==> src/rtl/pss_pkg.sv <==
// Shared types for the pulser program selection controller.
// Assumes nothing beyond a two-state run/idle control model.
package pss_pkg;
    typedef enum logic {
        ST_IDLE = 1'b0,
        ST_RUN  = 1'b1
    } pss_state_e;
endpackage

==> src/rtl/pss_sel.sv <==
// Preset selection register: holds the selected index and advances it,
// wrapping at NUM_PROGS-1. Assumes 'adv' is already gated to idle-only.
module pss_sel #(
    parameter int NUM_PROGS = 6,
    parameter int IDX_W     = $clog2(NUM_PROGS)
) (
    input  logic             clk,
    input  logic             rst_n,
    input  logic             adv,
    output logic [IDX_W-1:0] sel
);
    localparam logic [IDX_W-1:0] LAST = IDX_W'(NUM_PROGS - 1);

    // Advance or wrap the selection on each qualified press.
    always_ff @(posedge clk) begin
        if (!rst_n) begin
            sel <= '0;
        end else if (adv) begin
            sel <= (sel == LAST) ? '0 : sel + 1'b1;
        end
    end
endmodule

==> src/rtl/pss_fsm.sv <==
// Run control state machine: launches a preset, ends it on completion
// (finite presets only) or on abort, and keeps the start/stop lamps.
// Assumes single-cycle button and done pulses.
module pss_fsm
    import pss_pkg::*;
#(
    parameter int IDX_W   = 3,
    parameter int CW_PROG = 2
) (
    input  logic             clk,
    input  logic             rst_n,
    input  logic             btn_prog,
    input  logic             btn_start,
    input  logic             btn_stop,
    input  logic             pat_done,
    input  logic [IDX_W-1:0] sel,
    output pss_state_e       state,
    output logic             adv,
    output logic             lamp_start,
    output logic             lamp_stop,
    output logic             clamp
);
    localparam logic [IDX_W-1:0] CW_IDX = IDX_W'(CW_PROG);

    logic is_idle;
    logic finite_done;

    // Decode qualified events for the current state.
    always_comb begin
        is_idle     = (state == ST_IDLE);
        adv         = is_idle && btn_prog && !btn_start;
        finite_done = pat_done && (sel != CW_IDX);
    end

    // State, lamp and clamp-request updates.
    always_ff @(posedge clk) begin
        if (!rst_n) begin
            state      <= ST_IDLE;
            lamp_start <= 1'b0;
            lamp_stop  <= 1'b0;
            clamp      <= 1'b0;
        end else begin
            clamp <= 1'b0;
            if (is_idle) begin
                if (btn_start) begin
                    state      <= ST_RUN;
                    lamp_start <= 1'b1;
                    lamp_stop  <= 1'b0;
                end else if (btn_prog) begin
                    lamp_start <= 1'b0;
                    lamp_stop  <= 1'b0;
                end
            end else begin
                if (btn_stop) begin
                    state     <= ST_IDLE;
                    lamp_stop <= 1'b1;
                    clamp     <= 1'b1;
                end else if (finite_done) begin
                    state <= ST_IDLE;
                end
            end
        end
    end
endmodule

==> src/rtl/pss_led.sv <==
// One-hot lamp decoder for the selected preset index.
// Assumes sel < NUM_PROGS.
module pss_led #(
    parameter int NUM_PROGS = 6,
    parameter int IDX_W     = $clog2(NUM_PROGS)
) (
    input  logic [IDX_W-1:0]     sel,
    output logic [NUM_PROGS-1:0] lamps
);
    for (genvar g = 0; g < NUM_PROGS; g++) begin : g_lamp
        // Light lamp g when preset g is selected.
        always_comb lamps[g] = (sel == IDX_W'(g));
    end
endmodule

==> src/rtl/pulser_select_ctrl.sv <==
// Top of the pulser program selection controller: ties the selection
// register, run state machine and lamp decoder together.
// Assumes debounced single-cycle inputs in the clk domain.
module pulser_select_ctrl
    import pss_pkg::*;
#(
    parameter int NUM_PROGS = 6,
    parameter int CW_PROG   = 2,
    localparam int IDX_W    = $clog2(NUM_PROGS)
) (
    input  logic                 clk,
    input  logic                 rst_n,
    input  logic                 btn_prog,
    input  logic                 btn_start,
    input  logic                 btn_stop,
    input  logic                 pat_done,
    output logic [IDX_W-1:0]     prog_idx,
    output logic                 run_en,
    output logic                 force_clamp,
    output logic                 led_idle,
    output logic                 led_start,
    output logic                 led_stop,
    output logic [NUM_PROGS-1:0] led_prog
);
    pss_state_e       state;
    logic             adv;
    logic [IDX_W-1:0] sel;

    pss_sel #(.NUM_PROGS(NUM_PROGS), .IDX_W(IDX_W)) u_sel (
        .clk(clk), .rst_n(rst_n), .adv(adv), .sel(sel)
    );

    pss_fsm #(.IDX_W(IDX_W), .CW_PROG(CW_PROG)) u_fsm (
        .clk(clk), .rst_n(rst_n),
        .btn_prog(btn_prog), .btn_start(btn_start), .btn_stop(btn_stop),
        .pat_done(pat_done), .sel(sel), .state(state), .adv(adv),
        .lamp_start(led_start), .lamp_stop(led_stop), .clamp(force_clamp)
    );

    pss_led #(.NUM_PROGS(NUM_PROGS), .IDX_W(IDX_W)) u_led (
        .sel(sel), .lamps(led_prog)
    );

    // Drive status outputs from state and selection.
    always_comb begin
        prog_idx = sel;
        run_en   = (state == ST_RUN);
        led_idle = (state == ST_IDLE);
    end
endmodule

==> config.mk <==
export PLATFORM = sky130hd
export DESIGN_NAME = pulser_select_ctrl
export DESIGN_NICKNAME = d
export VERILOG_FILES = /design/src/rtl/pss_pkg.sv /design/src/rtl/pss_sel.sv /design/src/rtl/pss_fsm.sv /design/src/rtl/pss_led.sv /design/src/rtl/pulser_select_ctrl.sv
export SDC_FILE = /design/constraint.sdc
export NUM_CORES = 1
export LEC_CHECK = 0
export BUFFER_PORTS_ARGS = -buffer_cell sky130_fd_sc_hd__buf_2
export CORE_AREA = 4 4 41 43
export CTS_BUF_LIST = sky130_fd_sc_hd__clkbuf_2
export DETAILED_ROUTE_END_ITERATION = 8
export DIE_AREA = 0 0 45 47
export PLACE_DENSITY = 0.57
export SLEW_MARGIN = 20
export SYNTH_ARGS = -nofsm -noshare
export SYNTH_HDL_FRONTEND = slang
export SYNTH_SLANG_ARGS = --single-unit
==> constraint.sdc <==
create_clock -name clk -period 2.1 [get_ports clk]
set_input_delay 0.315 -clock clk [delete_from_list [all_inputs] [get_ports clk]]
set_output_delay 0.315 -clock clk [all_outputs]
set_load 0.01 [all_outputs]
==> summary.txt, run 1 <==
Synth
  • Seq cells post-synth: 7
  • Post-Synth Adder-Cell Area: ~3.5%
  • Syn Std Cell Area: approximately 360 sq um
  • Mapped Cells: 39
  • XOR/XNOR Fraction of Synth Area: around 2.4%
  • Top cells by area, synth: dfxtp_1 39%, nor2b_1 5.2%, nor3b_4 5.2%
  • Simple-Gate Fraction of Synth Area: slightly below 40%
  • Compound-Gate Fraction of Synth Area: roughly an eighth
  • Synthesized Nets: between 40 and 50
  • Yosys warns: 0
  • Top-area cell type share of the netlist area: 38.8%
  • Leading area contributor after synthesis: dfxtp_1
  • Seq/Total Area, Yosys: approximately two fifths
  • Syn Area/Cell: 9.27 sq um
  • Yosys cell types: 23
  • Mux cell area share after synthesis: 0%
  • Largest family of logic cells by synthesized area: simple AND/OR/NAND/NOR gates

Final layout
  • Layout cells sized above 1: between 40% and 50%
  • Multi-input gate area: about 210 sq um
  • Most frequent cells in the layout: 19 x buf_2, 7 x dfxtp_1, 4 x clkbuf_2
  • NumNets Final: 69
  • Commonest non-fill, non-tap cell in the layout: buf_2
  • # fillers: around 150
  • Diode count: 0
  • Fin cells: 76
  • Layout area overhead: 34.9%
  • Reg area: 140 sq um

Power and ir drop
  • Max VDD drop: between 0.2 and 0.25 mV
  • Pwr dens: 605 mW/mm^2
  • Pleak: about 0.25 nW

Die
  • Die Height: ~47 microns
  • Die Wd: between 40 and 50 microns
  • Die Footprint: ~0.0021 sq mm
  • Area of the core: around 0.0013 sq mm
  • Site Rows: 13
  • Initial Util: ~28%
  • IO Pins: 20

Worst hold path
  • Hold Path Stages: 2
  • Hold crit path type: input pin to flip-flop

Timing
  • RSZ-0062 raised after global routing: no
  • Setup violators final: 0
  • Setup TNS: 0 ps
  • Final Hold Fails: 0
  • Shortest period the worst path allows: between 1500 and 2000 ps
  • Headroom to the max-slew limit: just under 80%
  • Clk_skew: roughly 1.7 ps
  • Tightest Pin Transition: 310 ps
  • Slew Limit Fails: 0
  • Fmax: approximately 0.66 GHz
  • Period utilization: between 70 and 80%

Routing
  • Met1 WL: 389 microns
  • Met2 Routed Length: 321 microns
  • Vias/cell: approximately 4.6
  • DRC: 0
  • Met3 Routed Length: 107 microns
  • Via count: between 300 and 400
  • Total Routed Length: around 830 microns
  • Wire per inst: ~11 microns
  • Initial DRC count: 1
  • DRT Pass-1 Iters: 3
  • Antenna-violating nets left: 0
  • Top Layer Used: met4

CTS
  • CTS Hold Bufs: 0
  • Post-CTS Resized: 0
  • Maximum clock path buffer count: 2
  • Clock sink total: 7
  • CTS root buf: clkbuf_2
  • Htree depth: 1
  • TritonCTS buffer count: 3
  • Clock Pin Slew Worst Setup and Hold Paths: ~70 ps
  • CTS tree: built
  • Worst-Skew Late Latency: 230 ps
  • Postcts setup bufs: 0

Setup path
  • WP buf/inv: 1
  • Critical path type: flip-flop to output port
  • Path length in cells of the critical path: 2
  • Crit-path cells: nor3b_1 > buf_2
  • FF-to-FF path depth: 4
  • Max FO, Critical Path: 9
  • CP max-delay cell: dfxtp_1
  • Critical path capture point type: output port
  • Critical Path RT: approximately 1800 ps
  • WP data arrival: about 1200 ps
  • Crit path launch type: flip-flop
  • Family with the most delay on the worst path: flip-flops
  • Slowest stage delay, CP: around 480 ps

Global routing
  • First-pass GRT wire length: 1.39 mm
  • Antenna violations before repair: 0
  • Largest net degree at the start of global routing: 10
  • Vias in the first global route: around 330
  • Gr ovfl total: 0
  • Total track usage: under 10%

Place
  • Gpl congestion: between 0.6 and 0.7
  • Placed insts: 72
  • Post-DP HPWL: between 600 and 700 microns
  • IO buf count: 19

Status
  • Outcome: completed

Flow run
  • Max Cap Violations: 0
## power by group
part / switching (W) / internal, W / total, W
clock network: 0.0000477 / 0.0000506 / 0.0000984
logic: 0.0000247 / 0.0000238 / 0.0000485
registers: 0.00000918 / 0.000139 / 0.000148
## state kept, by name (all words and copies together), names as in the netlist
signal / flops
u_fsm.clamp: 1
u_fsm.state: 1
u_fsm.lamp_stop: 1
u_fsm.lamp_start: 1
u_sel.sel: 3
## worst reg2reg max path: cells and delay by family (launching register included)
kind | cells | cell delay [ps]
and+or+nand+nor | 2 | 440
DFF | 1 | 480
AOI/OAI and AO/OA | 1 | 130
adders and majority gates | 1 | 220
## logic make-up after synthesis
kind of cell	Yosys count
adder cells (fa/ha/maj)	1
flip-flops	7
buffers and inverters	3
XOR/XNOR	1
AND/OR/NAND/NOR	20
AO/OA/AOI/OAI	7
## cell usage after synthesis
library cell	number
a21boi_0	1
a21oi_1	2
a31o_1	1
and2_1	1
and2_2	1
and3_1	1
and3b_1	1
buf_4	1
dfxtp_1	7
ha_1	1
inv_1	2
nand2_1	2
nand2b_1	1
nor2_1	3
nor2b_1	3
nor3_1	2
nor3b_1	2
nor3b_2	1
nor3b_4	1
nor4_2	1
o21a_1	1
o21ai_0	2
xor2_1	1
## final cells by class
cell class	count	area share [%]
sequential	7	28.7
tap	15	3.85
inverter	2	1.54
timing repair buffer	19	19.5
multi-input combinational	29	42.3
clock buffer	4	4.10
## routing by layer
layer,vias up,global-route usage (%)
met5,-,0
met4,0,7.02
met3,2,2.30
met2,18,12.1
met1,154,12.8
li1,178,-
## stage by stage
step           hold slack, ps  instance area, sq um  util, %  worst slack, ps  total power, W
2_1_floorplan             433                   362        -              780        0.000179
3_3_place_gp              476                   468     36.0              818        0.000200
3_5_place_dp              475                   468     36.0              786        0.000201
4_1_cts                   350                   488     37.5              551        0.000303
5_1_grt                   359                   488     37.5              424        0.000320
6_report                  361                   488     37.5              587        0.000295
## path summary, 6_finish.rpt
path                                                   start                           end  slack [ps]
worst max-delay path               u_sel.sel[0]$_SDFFE_PN0P_                   led_prog[1]         590
worst min-delay path                                btn_stop        u_fsm.clamp$_SDFF_PN0_         360
worst max register to register     u_sel.sel[0]$_SDFFE_PN0P_     u_sel.sel[2]$_SDFFE_PN0P_         780
worst min register to register  u_fsm.lamp_stop$_SDFFE_PN0P_  u_fsm.lamp_stop$_SDFFE_PN0P_         480
Power figures use the tool's default switching activity.
==> inputs of run 2 (changes only) <==
clock period = 1.5 ns   (was 2.1 ns; I/O delays follow)
==> run 2 against run 1 <==
  * Sequential cell count stayed put
  * Sequential power is 41% higher
  * Core utilization is 0.096 points higher
  * Sequential share of layout area is 0.18 points higher
  * Worst hold slack worse by 100 ps
  * Combinational power is 40% higher
  * First-iteration DRC count stayed put
  * Non-clock buffer count stayed put
  * Total power is 42% higher
  * Cell count stayed put
  * Critical path type unchanged
  * Largest power group unchanged
==> summary.txt, run 2 (synthesis gave the netlist of run 1 again) <==
Timing
  • Headroom to the max-slew limit: 78.6% (-0.75 points)
  • Setup violators final: 0 (unchanged)
  • Fmax: ~0.74 GHz
  • Setup slack after layout: 147 ps (-440 ps)
  • Final Hold Fails: 0 (unchanged)
  • Setup TNS: 0 ps (unchanged)
  • RSZ-0062 raised after global routing: no
  • Clk_skew: 4.06 ps (+2.36 ps)
  • Final hold slack: 257 ps (-104 ps)
  • Slew Limit Fails: 0 (unchanged)
  • Tightest Pin Transition: 321 ps (+11.2 ps)
  • Period utilization: between 90% and 100%
  • Shortest period the worst path allows: around 1400 ps

CTS
  • Postcts setup bufs: 0 (unchanged)
  • CTS root buf: clkbuf_2
  • TritonCTS buffer count: 3 (unchanged)
  • CTS Hold Bufs: 0 (unchanged)
  • Post-CTS Resized: 0 (unchanged)
  • Worst-Skew Late Latency: 240 ps (about the same)
  • Clock Pin Slew Worst Setup and Hold Paths: 70 ps (about the same)
  • Maximum clock path buffer count: 2 (unchanged)
  • Clock sink total: 7 (unchanged)
  • Htree depth: 1 (unchanged)
  • CTS tree: built

Place
  • Gpl congestion: 0.747 (+12%)
  • Post-DP HPWL: 617 microns (-7.0%)
  • IO buf count: 19 (unchanged)
  • Pre-CTS setup slack: 174 ps (-612 ps)

Global routing
  • Antenna violations before repair: 0 (unchanged)
  • First-pass GRT wire length: 1.40 mm (+0.50%)
  • Total track usage: 9.57% (+0.32 points)
  • Largest net degree at the start of global routing: 10 (unchanged)
  • Vias in the first global route: 326 (-0.31%)
  • Gr ovfl total: 0 (unchanged)

Routing
  • DRT Pass-1 Iters: 2 (-1)
  • Wire per inst: 10.8 microns (-0.61%)
  • Vias/cell: 4.61 (-0.57%)
  • Total Routed Length: 820 microns (-0.61%)
  • Via count: 350 (-0.57%)
  • Antenna-violating nets left: 0 (unchanged)
  • Initial DRC count: 1 (unchanged)
  • DRC: 0 (unchanged)

Setup path
  • FF-to-FF path depth: 4 (unchanged)
  • Critical Path RT: 1270 ps (-510 ps)
  • Worst flop-to-flop path startpoint: u_sel.sel[1]$_SDFFE_PN0P_
  • Critical path capture point type: output port
  • Crit path launch type: flip-flop
  • Critical Path Start: u_sel.sel[0]$_SDFFE_PN0P_
  • WP data arrival: 1130 ps (-70 ps)
  • Max FO, Critical Path: 9 (unchanged)
  • Critical path type: flip-flop to output port

Final layout
  • Layout cells sized above 1: 45.9% (+1.6 points)
  • Most frequent cells in the layout: 19 x buf_2, 6 x dfxtp_1, 4 x clkbuf_2
  • Largest register FFs: 3 (unchanged)
  • Diode count: 0 (unchanged)
  • Commonest non-fill, non-tap cell in the layout: buf_2
  • Multi-input gate area: 206 sq um (unchanged)
  • Layout area overhead: 35.3%
  • NumNets Final: 69 (unchanged)
  • Reg area: 141 sq um (+0.89%)
  • # fillers: 149 (-3.2%)
  • Top reg by flops: u_sel.sel

Power and ir drop
  • Max VDD drop: 0.308 mV (+40%)
  • Pwr dens: 860 mW/mm^2 (+42%)
  • Pleak: 0.248 nW (+0.15%)
  • Power Total: 0.000421 W (+42%)

Status
  • Outcome: completed

Worst hold path
  • Hold Path Stages: 2 (unchanged)
  • Hold wc startpoint: btn_stop
  • Hold crit path type: input pin to flip-flop

Die
  • Area of the core: 0.00130 sq mm (unchanged)
  • IO Pins: 20 (unchanged)
  • Die Wd: 45 microns (unchanged)
  • Die Height: 47 microns (unchanged)
  • Site Rows: 13 (unchanged)
  • Initial Util: 27.8% (unchanged)
  • Die Footprint: 0.00212 sq mm (unchanged)

Flow run
  • Max Cap Violations: 0 (unchanged)
## run 2: cell types whose count changed in the layout (fill, tap and decap cells not counted)
cell | before | now
dfxtp_1 | 7 | 6
dfxtp_2 | 0 | 1
## run 2: worst max-delay path: stages (launching register included)
cell     delay (ps)
dfxtp_2         410
nor3b_1         290
buf_2           190
## run 2: through the flow
| step | instances | util [%] | instance area [sq um] |
|---|---|---|---|
| final | 76 | 37.6 | 489 |
| after floorplan | 39 | - | 362 |
| after CTS | 76 | 37.5 | 488 |
| after global routing | 76 | 37.6 | 489 |
| after global placement | 72 | 36.0 | 468 |
| after detailed placement | 72 | 36.0 | 468 |
## run 2: area by class of cell
| cell class | count | share of cell area [%] |
|---|---|---|
| well taps | 15 | 3.84 |
| clock buffers | 4 | 4.09 |
| flip-flops and latches | 7 | 28.9 |
| inverters | 2 | 1.53 |
| multi-input cells | 29 | 42.2 |
| repair buffers | 19 | 19.4 |
## run 2: worst paths after layout
path,endpoint,slack (ps)
max,led_prog[1],150
min,u_fsm.clamp$_SDFF_PN0_,260
max reg2reg,u_sel.sel[2]$_SDFFE_PN0P_,230
min reg2reg,u_fsm.lamp_stop$_SDFFE_PN0P_,500
## run 2: per-layer routing
metal / share of wire (%) / track usage, % / vias to the layer above
li1: - / - / 180
met1: 49 / 11.8 / 144
met2: 35 / 12.4 / 21
met3: 13 / 3.83 / 5
met4: 3.5 / 8.77 / 0
met5: 0 / 0 / -
## run 2: where the power goes
| group | switching, W | internal, W |
|---|---|---|
| Combinational | 0.0000344 | 0.0000333 |
| Clock | 0.0000735 | 0.0000709 |
| Sequential | 0.0000132 | 0.000195 |
